<file path="src/rtl/ls_exc_pkg.sv">
package ls_exc_pkg;

  localparam int CAUSE_W   = 4;
  localparam int MAX_BYTES = 8;
  localparam int OFFS_W    = $clog2(MAX_BYTES);
  localparam int SIZE_W    = $clog2(OFFS_W + 1);

  typedef logic [CAUSE_W-1:0] cause_t;

  localparam cause_t CAUSE_NONE   = 4'd0;
  localparam cause_t CAUSE_BKPT   = 4'd3;
  localparam cause_t CAUSE_LD_MIS = 4'd4;
  localparam cause_t CAUSE_LD_AF  = 4'd5;
  localparam cause_t CAUSE_ST_MIS = 4'd6;
  localparam cause_t CAUSE_ST_AF  = 4'd7;
  localparam cause_t CAUSE_LD_PF  = 4'd13;
  localparam cause_t CAUSE_ST_PF  = 4'd15;

  function automatic cause_t by_kind(input logic is_store, input cause_t st_code,
                                     input cause_t ld_code);
    return is_store ? st_code : ld_code;
  endfunction

endpackage

</file>
<file path="src/rtl/ls_rst_sync.sv">
module ls_rst_sync #(
  parameter int STAGES = 2
) (
  input  logic clk,
  input  logic rst_n,
  output logic rst_sync_n
);

  logic [STAGES-1:0] chain_q;
  logic [STAGES-1:0] chain_d;

  always_comb begin
    chain_d = {chain_q[STAGES-2:0], 1'b1};
  end

  always_ff @(posedge clk or negedge rst_n) begin
    if (!rst_n) chain_q <= '0;
    else        chain_q <= chain_d;
  end

  assign rst_sync_n = chain_q[STAGES-1];

endmodule

</file>
<file path="src/rtl/ls_align_check.sv">
module ls_align_check
  import ls_exc_pkg::*;
(
  input  logic [SIZE_W-1:0] size_code,
  input  logic [OFFS_W-1:0] addr_lo,
  output logic              misaligned
);

  logic [OFFS_W-1:0] offs_mask;

  for (genvar g = 0; g < OFFS_W; g++) begin : g_mask
    assign offs_mask[g] = (size_code > SIZE_W'(g));
  end

  assign misaligned = |(addr_lo & offs_mask);

endmodule

</file>
<file path="src/rtl/ls_fault_select.sv">
module ls_fault_select
  import ls_exc_pkg::*;
#(
  parameter bit MISALIGN_LAST = 1'b0
) (
  input  logic   is_store,
  input  logic   misaligned,
  input  logic   bkpt_hit,
  input  logic   xlate_pf,
  input  logic   prot_af,
  input  logic   region_misal_ok,
  output logic   hit,
  output cause_t cause
);

  cause_t mis_code, pf_code, af_code;
  logic   mis_fault;

  assign mis_code = by_kind(is_store, CAUSE_ST_MIS, CAUSE_LD_MIS);
  assign pf_code  = by_kind(is_store, CAUSE_ST_PF,  CAUSE_LD_PF);
  assign af_code  = by_kind(is_store, CAUSE_ST_AF,  CAUSE_LD_AF);

  // Region support only gates the fault when the check runs after translation.
  assign mis_fault = misaligned & (~region_misal_ok | ~MISALIGN_LAST);

  if (MISALIGN_LAST) begin : g_mis_last
    always_comb begin
      if (bkpt_hit)       cause = CAUSE_BKPT;
      else if (xlate_pf)  cause = pf_code;
      else if (prot_af)   cause = af_code;
      else if (mis_fault) cause = mis_code;
      else                cause = CAUSE_NONE;
    end
  end else begin : g_mis_first
    always_comb begin
      if (bkpt_hit)       cause = CAUSE_BKPT;
      else if (mis_fault) cause = mis_code;
      else if (xlate_pf)  cause = pf_code;
      else if (prot_af)   cause = af_code;
      else                cause = CAUSE_NONE;
    end
  end

  assign hit = bkpt_hit | mis_fault | xlate_pf | prot_af;

endmodule

</file>
<file path="src/rtl/ls_exc_resolver.sv">
module ls_exc_resolver
  import ls_exc_pkg::*;
#(
  parameter int ADDR_W        = 64,
  parameter bit MISALIGN_LAST = 1'b0,
  parameter int RST_STAGES    = 2
) (
  input  logic              clk,
  input  logic              rst_n,
  input  logic              acc_valid,
  input  logic              acc_is_store,
  input  logic [ADDR_W-1:0] acc_addr,
  input  logic [1:0]        acc_size,
  input  logic              bkpt_hit,
  input  logic              xlate_pf,
  input  logic              prot_af,
  input  logic              region_misal_ok,
  output logic              exc_valid,
  output logic [3:0]        exc_cause,
  output logic [ADDR_W-1:0] exc_addr
);

  logic   rst_sync_n;
  logic   misaligned;
  logic   sel_hit;
  cause_t sel_cause;

  logic              valid_d, valid_q;
  cause_t            cause_d, cause_q;
  logic [ADDR_W-1:0] addr_d,  addr_q;
  logic              upd_en;

  ls_rst_sync #(.STAGES(RST_STAGES)) u_rst (
    .clk       (clk),
    .rst_n     (rst_n),
    .rst_sync_n(rst_sync_n)
  );

  ls_align_check u_align (
    .size_code (acc_size),
    .addr_lo   (acc_addr[OFFS_W-1:0]),
    .misaligned(misaligned)
  );

  ls_fault_select #(.MISALIGN_LAST(MISALIGN_LAST)) u_sel (
    .is_store       (acc_is_store),
    .misaligned     (misaligned),
    .bkpt_hit       (bkpt_hit),
    .xlate_pf       (xlate_pf),
    .prot_af        (prot_af),
    .region_misal_ok(region_misal_ok),
    .hit            (sel_hit),
    .cause          (sel_cause)
  );

  // Next state: load a new result on a strobe, clear a stale one otherwise.
  always_comb begin
    upd_en  = acc_valid | valid_q;
    valid_d = acc_valid & sel_hit;
    cause_d = valid_d ? sel_cause : CAUSE_NONE;
    addr_d  = valid_d ? acc_addr  : '0;
  end

  always_ff @(posedge clk or negedge rst_sync_n) begin
    if (!rst_sync_n) begin
      valid_q <= 1'b0;
      cause_q <= CAUSE_NONE;
      addr_q  <= '0;
    end else if (upd_en) begin
      valid_q <= valid_d;
      cause_q <= cause_d;
      addr_q  <= addr_d;
    end
  end

  assign exc_valid = valid_q;
  assign exc_cause = cause_q;
  assign exc_addr  = addr_q;


  reset_quiet_chk: assert property (@(posedge clk)
    !rst_sync_n |=> (!exc_valid && exc_cause == CAUSE_NONE));


  idle_clears_chk: assert property (@(posedge clk) disable iff (!rst_sync_n)
    !acc_valid |=> (!exc_valid && exc_cause == CAUSE_NONE && exc_addr == '0));


  bkpt_wins_chk: assert property (@(posedge clk) disable iff (!rst_sync_n)
    (acc_valid && bkpt_hit) |=> (exc_valid && exc_cause == CAUSE_BKPT));


  addr_follows_chk: assert property (@(posedge clk) disable iff (!rst_sync_n)
    exc_valid |-> exc_addr == $past(acc_addr));


  none_zero_chk: assert property (@(posedge clk) disable iff (!rst_sync_n)
    !exc_valid |-> (exc_cause == CAUSE_NONE && exc_addr == '0));

  if (MISALIGN_LAST) begin : g_chk_last

    region_ok_quiet_chk: assert property (@(posedge clk) disable iff (!rst_sync_n)
      (acc_valid && region_misal_ok && !bkpt_hit && !xlate_pf && !prot_af)
        |=> !exc_valid);

    pf_over_mis_chk: assert property (@(posedge clk) disable iff (!rst_sync_n)
      (acc_valid && !bkpt_hit && xlate_pf)
        |=> exc_cause == by_kind($past(acc_is_store), CAUSE_ST_PF, CAUSE_LD_PF));
  end else begin : g_chk_first

    mis_first_chk: assert property (@(posedge clk) disable iff (!rst_sync_n)
      (acc_valid && misaligned && !bkpt_hit)
        |=> (exc_valid &&
             exc_cause == by_kind($past(acc_is_store), CAUSE_ST_MIS, CAUSE_LD_MIS)));
  end

endmodule

</file>
<file path="config.mk">
export PLATFORM = sky130hd
export DESIGN_NAME = ls_exc_resolver
export DESIGN_NICKNAME = d
export VERILOG_FILES = /design/src/rtl/ls_exc_pkg.sv /design/src/rtl/ls_rst_sync.sv /design/src/rtl/ls_align_check.sv /design/src/rtl/ls_fault_select.sv /design/src/rtl/ls_exc_resolver.sv
export SDC_FILE = /design/constraint.sdc
export NUM_CORES = 1
export LEC_CHECK = 0
export CORE_MARGIN = 2
export CORE_UTILIZATION = 61
export DETAILED_ROUTE_END_ITERATION = 8
export DONT_BUFFER_PORTS = 1
export PLACE_DENSITY = 0.73
export SLEW_MARGIN = 25
export SYNTH_ARGS = -nofsm -noshare
export SYNTH_HDL_FRONTEND = slang
export SYNTH_SLANG_ARGS = --single-unit
</file>
<file path="constraint.sdc">
create_clock -name clk -period 3.02 [get_ports clk]
set_clock_uncertainty 0.1 [all_clocks]
set_input_delay 0 -clock clk [delete_from_list [all_inputs] [get_ports clk]]
set_output_delay 0 -clock clk [all_outputs]
set_load 0.05 [all_outputs]
</file>
# --- Yosys cells after proc, flatten, opt, wreduce, memory -nomap -nowiden ---
# Index checks and enable logic that the tools add are counted.
op_classes:
  magnitude_cmp: 3
  n_mux: 9
  n_bitwise: 6
  n_reduce_logical: 1
op_table:
  columns: ["cell", "n"]
  rows:
  - ["$mux W64", 1]
  - ["$mux W4", 5]
  - ["$mux W2", 3]
  - ["$gt A2 B1 Y1 const B", 2]
  - ["$or A1 B1 Y1", 4]
  - ["$and A3 B3 Y3", 1]
  - ["$reduce_or A3 Y1", 1]
  - ["$gt A2 B2 Y1 const B", 1]
  - ["$and A1 B1 Y1", 1]
word_totals:
  reg_bits: 71
  wordCells: 23

# --- Depth between registers and ports, before layout ---
# Gate-level depths: netlist of run 1.
logic_depth:
  depth_word: 8
  depth_mapped: 6

# --- Cells and area by module ---
# From an unflattened synthesis of run 1, not the netlist that was laid out.
unflattened:
  cells_unflattened: 168
  area_unflattened_um2: 2539.9
modules_own_cells:
  columns: ["module", "instances", "cells_each", "area_each_um2", "seq_area_each_um2"]
  rows:
  - ["ls_exc_resolver", 1, 154, 2421.1, 1726.7]
  - ["ls_rst_sync", 1, 3, 53.8, 50.0]
  - ["ls_fault_select", 1, 7, 46.3, 0.0]
  - ["ls_align_check", 1, 4, 18.8, 0.0]

# --- Worst setup path after synthesis of run 1 ---
# Ideal clock, no wire load.
synth_timing:
  path_type: "flip-flop to flip-flop"
  start: "register valid_q, in the netlist exc_valid"
  end: "register cause_q[2], in the netlist exc_cause[2]"
  arrival_ns: 1.423
  path_slack_ns: 1.415
  stages_incl_launch_ff: 6
  period_less_slack_ns: 1.605
  cell_sequence: "dfrtp_1 nor2_1 buf_2 buf_1 nand2_1 o21ai_0"
synth_between:
  elab_chain_len: 1
synth_lines:
  columns: ["element", "line", "text"]
  rows:
  - ["start: declaration", "ls_exc_resolver.sv:28", "logic valid_d, valid_q;"]
  - ["start signal: assignment", "ls_exc_resolver.sv:70", "valid_q <= valid_d;"]
  - ["$or A1 B1 Y1", "ls_exc_resolver.sv:58", "upd_en = acc_valid | valid_q;"]
  - ["end signal: assignment", "ls_exc_resolver.sv:71", "cause_q <= cause_d;"]
  - ["end: declaration", "ls_exc_resolver.sv:29", "cause_t cause_d, cause_q;"]
# Every way passes these cells.
# A chain may end at the register's enable or synchronous reset.

# --- Worst setup path after layout of run 1 ---
# Ends and elaborated chain as after synthesis.

==> parameters.txt, run 1 <==
Parameter                              Value

Hold path
  Hold Path Stages    2
  End point of the most critical hold path    exc_addr[27]
  Worst hold start    acc_valid
  Type of the tightest min-delay check    input port to flip-flop

Worst setup path
  Cell at the slowest stage of the critical path    dfrtp_1
  Required time of the critical path    3.19 ns
  Element type at the critical path end    flip-flop
  Signal arrival time at the worst endpoint    2.49 ns
  Series of cell instances along the critical path    nor2_4, buf_12, nand2_1, o21ai_0, dlygate4sd3_1
  Slowest stage delay, CP    0.61 ns
  CP Max Fanout    48
  Setup slack of the most critical reg-to-reg path    0.70 ns
  R2R cell count    5
  Top cell family by delay on the critical path    buffers and inverters
  CP startpoint kind    flip-flop
  Reg2reg start    exc_valid
  FF-to-FF End    exc_cause[2]
  Combined buffer and inverter count along the critical path    2
  Class of the most critical setup path    flip-flop to flip-flop

STA
  Pins over their slew limit    0
  Final count of hold timing violations    0
  Peak clock frequency supported by timing    0.431 GHz
  RSZ-0062 raised after global routing    no
  Time the final worst path needs with I/O delays and setup    2.32 ns
  Tightest hold margin    0.0527 ns
  Headroom to the max-slew limit    0.516
  Slew @ Worst Pin    0.727 ns
  Final setup fails    0
  Total negative slack for setup checks    0 ns
  Period utilization    0.768

Detailed routing
  Number of DRC violations after detailed-routing iteration 0    211
  Routed WL    7520 um
  Remaining design rule violation count    0
  Via-to-Cell Ratio    7.02
  Total number of vias    2106
  ANT nets after route    0
  Routed length per instance    25.1 um
  Router iterations before antenna repair    4

Floorplanning
  Row Count    24
  Die area    4910 um2
  I/O pin total    143
  Starting density of the core    0.624
  Die height    70.1 um
  Std-Cell Core Area    4260 um2
  Horizontal extent of the die    70.1 um

Clock network
  Sinks on Clock Net    71
  Clock tree from TritonCTS    done
  Number of H-tree levels    3
  Clock-pin slew reported for the worst setup and hold paths after clock tree synthesis    0.07 ns
  Number of buffers added by the clock tree synthesis step    9
  Clk Tree Root Cell    clkbuf_8
  Worst-skew pair later-pin latency    0.33 ns
  Maximum root-to-sink buffer count    2

Logic synthesis
  Net count of the mapped netlist    250
  Number of distinct library cells after synthesis    22
  Leading cell type by number of instances after synthesis    dfrtp_1
  Post-synth ARST share    1.00
  Sequential cell area fraction in the yosys report    0.667
  Flip-flop cell with the highest count after synthesis    dfrtp_1
  Netlist Area Pre-Place    2660 um2
  Number of warnings reported in the yosys synthesis log    0
  Cell type with the largest total area after synthesis    dfrtp_1
  Synth top area share    0.667
  Synth Instances    176
  Flip-flop and latch count after synthesis    71
  Average cell area after synthesis    15.1 um2
  Post-synth top cells    dfrtp_1, a32o_1, clkbuf_1
  Leading post-synthesis cells by cell area    dfrtp_1, a32o_1, clkbuf_1
  EDFF count, synth    0

Pwr
  VDD IR-drop max    0.493 mV
  Total power per unit cell area    654 nW/um2
  Reported leakage power    1.52 nW

Status
  Outcome    completed

Cells and area
  Layout Cells excl Fill    300
  N_diodes    0
  Layout net count    317
  Share of final-layout standard cells stronger than drive strength 1    0.0766
  Area Overhead vs Synth    36.7%
  Number of filler instances in the final layout    225
  Post-route cell area    3640 um2

Global route
  Via count of the first global-routing pass    2309
  Wire length of the first global-routing pass    12000 um
  Maximum number of pins on one net before global-route repair    71
  Global router's overall resource usage    0.321
  Global route overflow    0
  Antenna violations before repair    0

Placement
  Total cell area at the placement stage    2650 um2
  HPWL after detailed placement    3690 um
  Buffers on Ports    0
  Cell Count Post-Placement    208
  Weighted congestion at the end of routability-driven global placement    0.714

Job
  Maximum Capacitance Violations    0
through the flow:
stage	total power, W	util	setup slack [ns]
floorplan	0.00146	-	0.796
global placement	0.00147	0.621	1.33
detailed placement	0.00149	0.621	1.27
CTS	0.00236	0.852	0.726
global route	0.00246	0.853	0.610
finish	0.00238	0.853	0.701
logic make-up (layout without fill, tap and decap cells):
family	after synthesis	in the layout	share of synthesized area
buf+inv	22	94	0.0442
compound gates	75	75	0.273
flops	71	71	0.667
other cells	1	1	0.00141
simple gates	7	7	0.0136
report_power, final:
part / switching [W] / internal [W]
registers: 0.000333 / 0.00102
logic: 0.0000933 / 0.000135
clock network: 0.000335 / 0.000464
total: 0.000761 / 0.00162
sequential cells by signal (all words and copies together), names as in the netlist:
signal	flops
exc_addr	64
u_rst.chain_q	2
exc_cause	4
exc_valid	1
worst max path at each step:
stage,cells past startpoint,slack (ns),end,start
6_report,5,0.70,exc_cause[2],exc_valid
5_1_grt,5,0.61,exc_cause[2],exc_valid
4_1_cts,5,0.73,exc_cause[2],exc_valid
3_5_place_dp,4,1.27,exc_cause[2],exc_valid
3_3_place_gp,4,1.33,exc_cause[2],exc_valid
2_1_floorplan,0,0.80,exc_addr[0],u_rst.chain_q[1]
worst reg2reg max path: stages (launching register included):
cell and delay (ns):
dfrtp_1 0.61, nor2_4 0.52, buf_12 0.31, nand2_1 0.08
o21ai_0 0.08, dlygate4sd3_1 0.56
layer usage:
layer / share of wire / track usage
met3: 0.087 / 0.107
met5: 0 / 0
met2: 0.54 / 0.562
met4: 0.039 / 0.165
met1: 0.33 / 0.343
cell type report:
| cell class | instances | area, um2 | share of cell area |
|---|---|---|---|
| clock inverters | 4 | 70.1 | 0.0193 |
| well taps | 52 | 65.1 | 0.0179 |
| flip-flops and latches | 71 | 1780 | 0.489 |
| repair buffers | 78 | 806 | 0.221 |
| clock buffers | 12 | 135 | 0.0371 |
| multi-input cells | 83 | 785 | 0.216 |
repair_timing:
item / in CTS / in global routing
resized for setup: 0 / 0
hold endpoints to repair: 71 / 0
buffers inserted: 0 / 0
hold buffers: 76 / 0
cell usage in the layout (no fill, tap or decap), types with 2 or more instances in the layout:
cell type / Yosys / routed
o21a_1: 2 / 2
clkinv_2: 0 / 2
dfrtp_1: 71 / 70
clkbuf_8: 0 / 9
bufinv_16: 0 / 2
a211oi_1: 2 / 2
a32o_1: 65 / 65
dlygate4sd3_1: 0 / 75
clkbuf_1: 13 / 3
No activity file was read; power rests on OpenSTA's default activity.
==> run 2: changes to the inputs <==
--- a/config.mk
+++ b/config.mk
@@ -6,10 +6,10 @@
 export NUM_CORES = 1
 export LEC_CHECK = 0
 export CORE_MARGIN = 2
-export CORE_UTILIZATION = 61
+export CORE_UTILIZATION = 55
 export DETAILED_ROUTE_END_ITERATION = 8
 export DONT_BUFFER_PORTS = 1
-export PLACE_DENSITY = 0.73
+export PLACE_DENSITY = 0.69
 export SLEW_MARGIN = 25
 export SYNTH_ARGS = -nofsm -noshare
 export SYNTH_HDL_FRONTEND = slang
==> constraint.sdc (replaced) <==
create_clock -name clk -period 1.9 [get_ports clk]
set_clock_uncertainty 0.1 [all_clocks]
set_input_delay 0 -clock clk [delete_from_list [all_inputs] [get_ports clk]]
set_output_delay 0 -clock clk [all_outputs]
set_load 0.05 [all_outputs]
==> run 2 against run 1 <==
Combinational power rose by 62%; via count fell by 3.3%; maximum frequency rose by 33%; non-clock buffer count rose by 2; total power rose by 46%; wire length fell by 7.1%; clock power rose by 20%.
==> parameters.txt, run 2 (synthesis results as in run 1) <==
Parameter                              Value

Detailed routing
  Via-to-Cell Ratio    6.72
  Number of DRC violations after detailed-routing iteration 0    167
  Remaining design rule violation count    0
  Routed WL    6990 um
  Total number of vias    2037
  ANT nets after route    0
  Routed length per instance    23.1 um
  Router iterations before antenna repair    5

STA
  RSZ-0062 raised after global routing    no
  Final setup fails    0
  Final count of hold timing violations    0
  Pins over their slew limit    0
  Slew @ Worst Pin    0.525 ns
  Time the final worst path needs with I/O delays and setup    1.74 ns
  Period utilization    0.916
  Peak clock frequency supported by timing    0.575 GHz
  Total negative slack for setup checks    0 ns
  Headroom to the max-slew limit    0.650

Cells and area
  N_diodes    0
  Post-route cell area    3600 um2
  Share of final-layout standard cells stronger than drive strength 1    0.0803
  Number of filler instances in the final layout    285
  Highest-count cells in the layout ignoring fill and taps    dlygate4sd3_1, dfrtp_1, a32o_1, clkbuf_8, clkbuf_1
  Layout net count    319
  Number of flip-flops under the largest register name    64
  Layout Cells excl Fill    303
  Final core area utilization    0.768
  Area Overhead vs Synth    35.3%
  Leading cell type in the layout, fill and taps excluded    dlygate4sd3_1

Placement
  HPWL after detailed placement    3860 um
  Buffers on Ports    0
  Weighted congestion at the end of routability-driven global placement    0.681
  Cell Count Post-Placement    213
  Total cell area at the placement stage    2690 um2

Worst setup path
  Class of the most critical setup path    flip-flop to flip-flop
  Signal arrival time at the worst endpoint    1.85 ns
  Cell at the slowest stage of the critical path    dfrtp_1
  Series of cell instances along the critical path    nor2b_1, o22a_1, dlygate4sd3_1
  Required time of the critical path    2.01 ns
  CP Max Fanout    2
  CP startpoint kind    flip-flop
  Slowest stage delay, CP    0.57 ns
  Setup slack of the most critical reg-to-reg path    0.16 ns
  Element type at the critical path end    flip-flop

Floorplanning
  Die height    73.6 um
  Row Count    25
  Starting density of the core    0.567
  I/O pin total    143
  Die area    5410 um2
  Horizontal extent of the die    73.6 um
  Std-Cell Core Area    4690 um2

Clock network
  Number of buffers added by the clock tree synthesis step    9
  Clk Tree Root Cell    clkbuf_8
  Clock tree from TritonCTS    done
  Sinks on Clock Net    71
  Clock-pin slew reported for the worst setup and hold paths after clock tree synthesis    0.06 ns
  Number of H-tree levels    3
  Maximum root-to-sink buffer count    2
  Worst-skew pair later-pin latency    0.34 ns
  Count of buffers added by post-CTS timing repair for setup    0

Global route
  Antenna violations before repair    0
  Maximum number of pins on one net before global-route repair    70
  Wire length of the first global-routing pass    10400 um
  Via count of the first global-routing pass    2112
  Global route overflow    0
  Global router's overall resource usage    0.263

Pwr
  Total power per unit cell area    961 nW/um2
  VDD IR-drop max    0.805 mV
  Reported leakage power    1.51 nW

Hold path
  Type of the tightest min-delay check    input port to flip-flop

Job
  Maximum Capacitance Violations    0

Status
  Outcome    completed
-- run 2: cell types whose count changed in the layout (fill, tap and decap cells not counted) --
cell and delta:
buf_4 +2, bufinv_16 -2, a211o_2 +1, a211o_4 -1, buf_12 +1, clkbuf_1 +1
dlygate4sd3_1 -1
-- run 2: per-layer routing --
layer  vias up  GRT usage  share of wire
li1        867          -              -
met1      1041      0.303           0.36
met2       118      0.463           0.53
met3        11     0.0658          0.084
met4         0      0.111          0.019
met5         -          0              0
-- run 2: layout make-up --
| class | count | area (um2) | area share |
|---|---|---|---|
| multi-input combinational | 83 | 777 | 0.216 |
| sequential | 71 | 1780 | 0.494 |
| clock inverter | 2 | 10.0 | 0.00278 |
| clock buffer | 13 | 139 | 0.0386 |
| timing repair buffer | 80 | 831 | 0.231 |
| tap | 54 | 67.6 | 0.0188 |
-- run 2: critical path, delay by kind of cell (launching register included) --
kind            cells  cell delay, ns
flops               1            0.57
buf+inv             1            0.55
simple gates        1            0.23
compound gates      1            0.17
-- run 2: stage by stage --
step           worst slack (ns)  total power [W]  hold slack, ns
5_1_grt                   0.122          0.00359          0.0482
3_3_place_gp              0.423          0.00235          -0.396
6_report                  0.160          0.00346          0.0279
4_1_cts                   0.166          0.00346         0.00277
3_5_place_dp              0.345          0.00237          -0.396
2_1_floorplan             0.295          0.00232          -0.396
-- run 2: final timing paths --
| kind | from | to | depth (start not counted) |
|---|---|---|---|
| worst max-delay path | exc_cause[0] | exc_cause[0] | 3 |
| worst min-delay path | acc_valid | exc_cause[2] | 3 |
| worst max register to register | exc_cause[0] | exc_cause[0] | 3 |
| worst min register to register | u_rst.chain_q[1] | exc_addr[44] | 0 |
| max in group asynchronous | u_rst.chain_q[1] | exc_cause[2] | 1 |
| min in group asynchronous | u_rst.chain_q[1] | exc_addr[44] | 0 |
-- run 2: power by group --
group | switching [W] | total, W | internal, W | leakage, nW
logic | 0.000154 | 0.000369 | 0.000215 | 0.537
clock network | 0.000494 | 0.000958 | 0.000464 | 0.0773
registers | 0.000514 | 0.00214 | 0.00162 | 0.895
-- run 2: what timing repair did --
item                                   4_1_cts  5_1_grt
hold buffers                                75        0
setup endpoints to repair                    0        0
gates resized for setup                      0        0
endpoints found under the hold margin       71        0
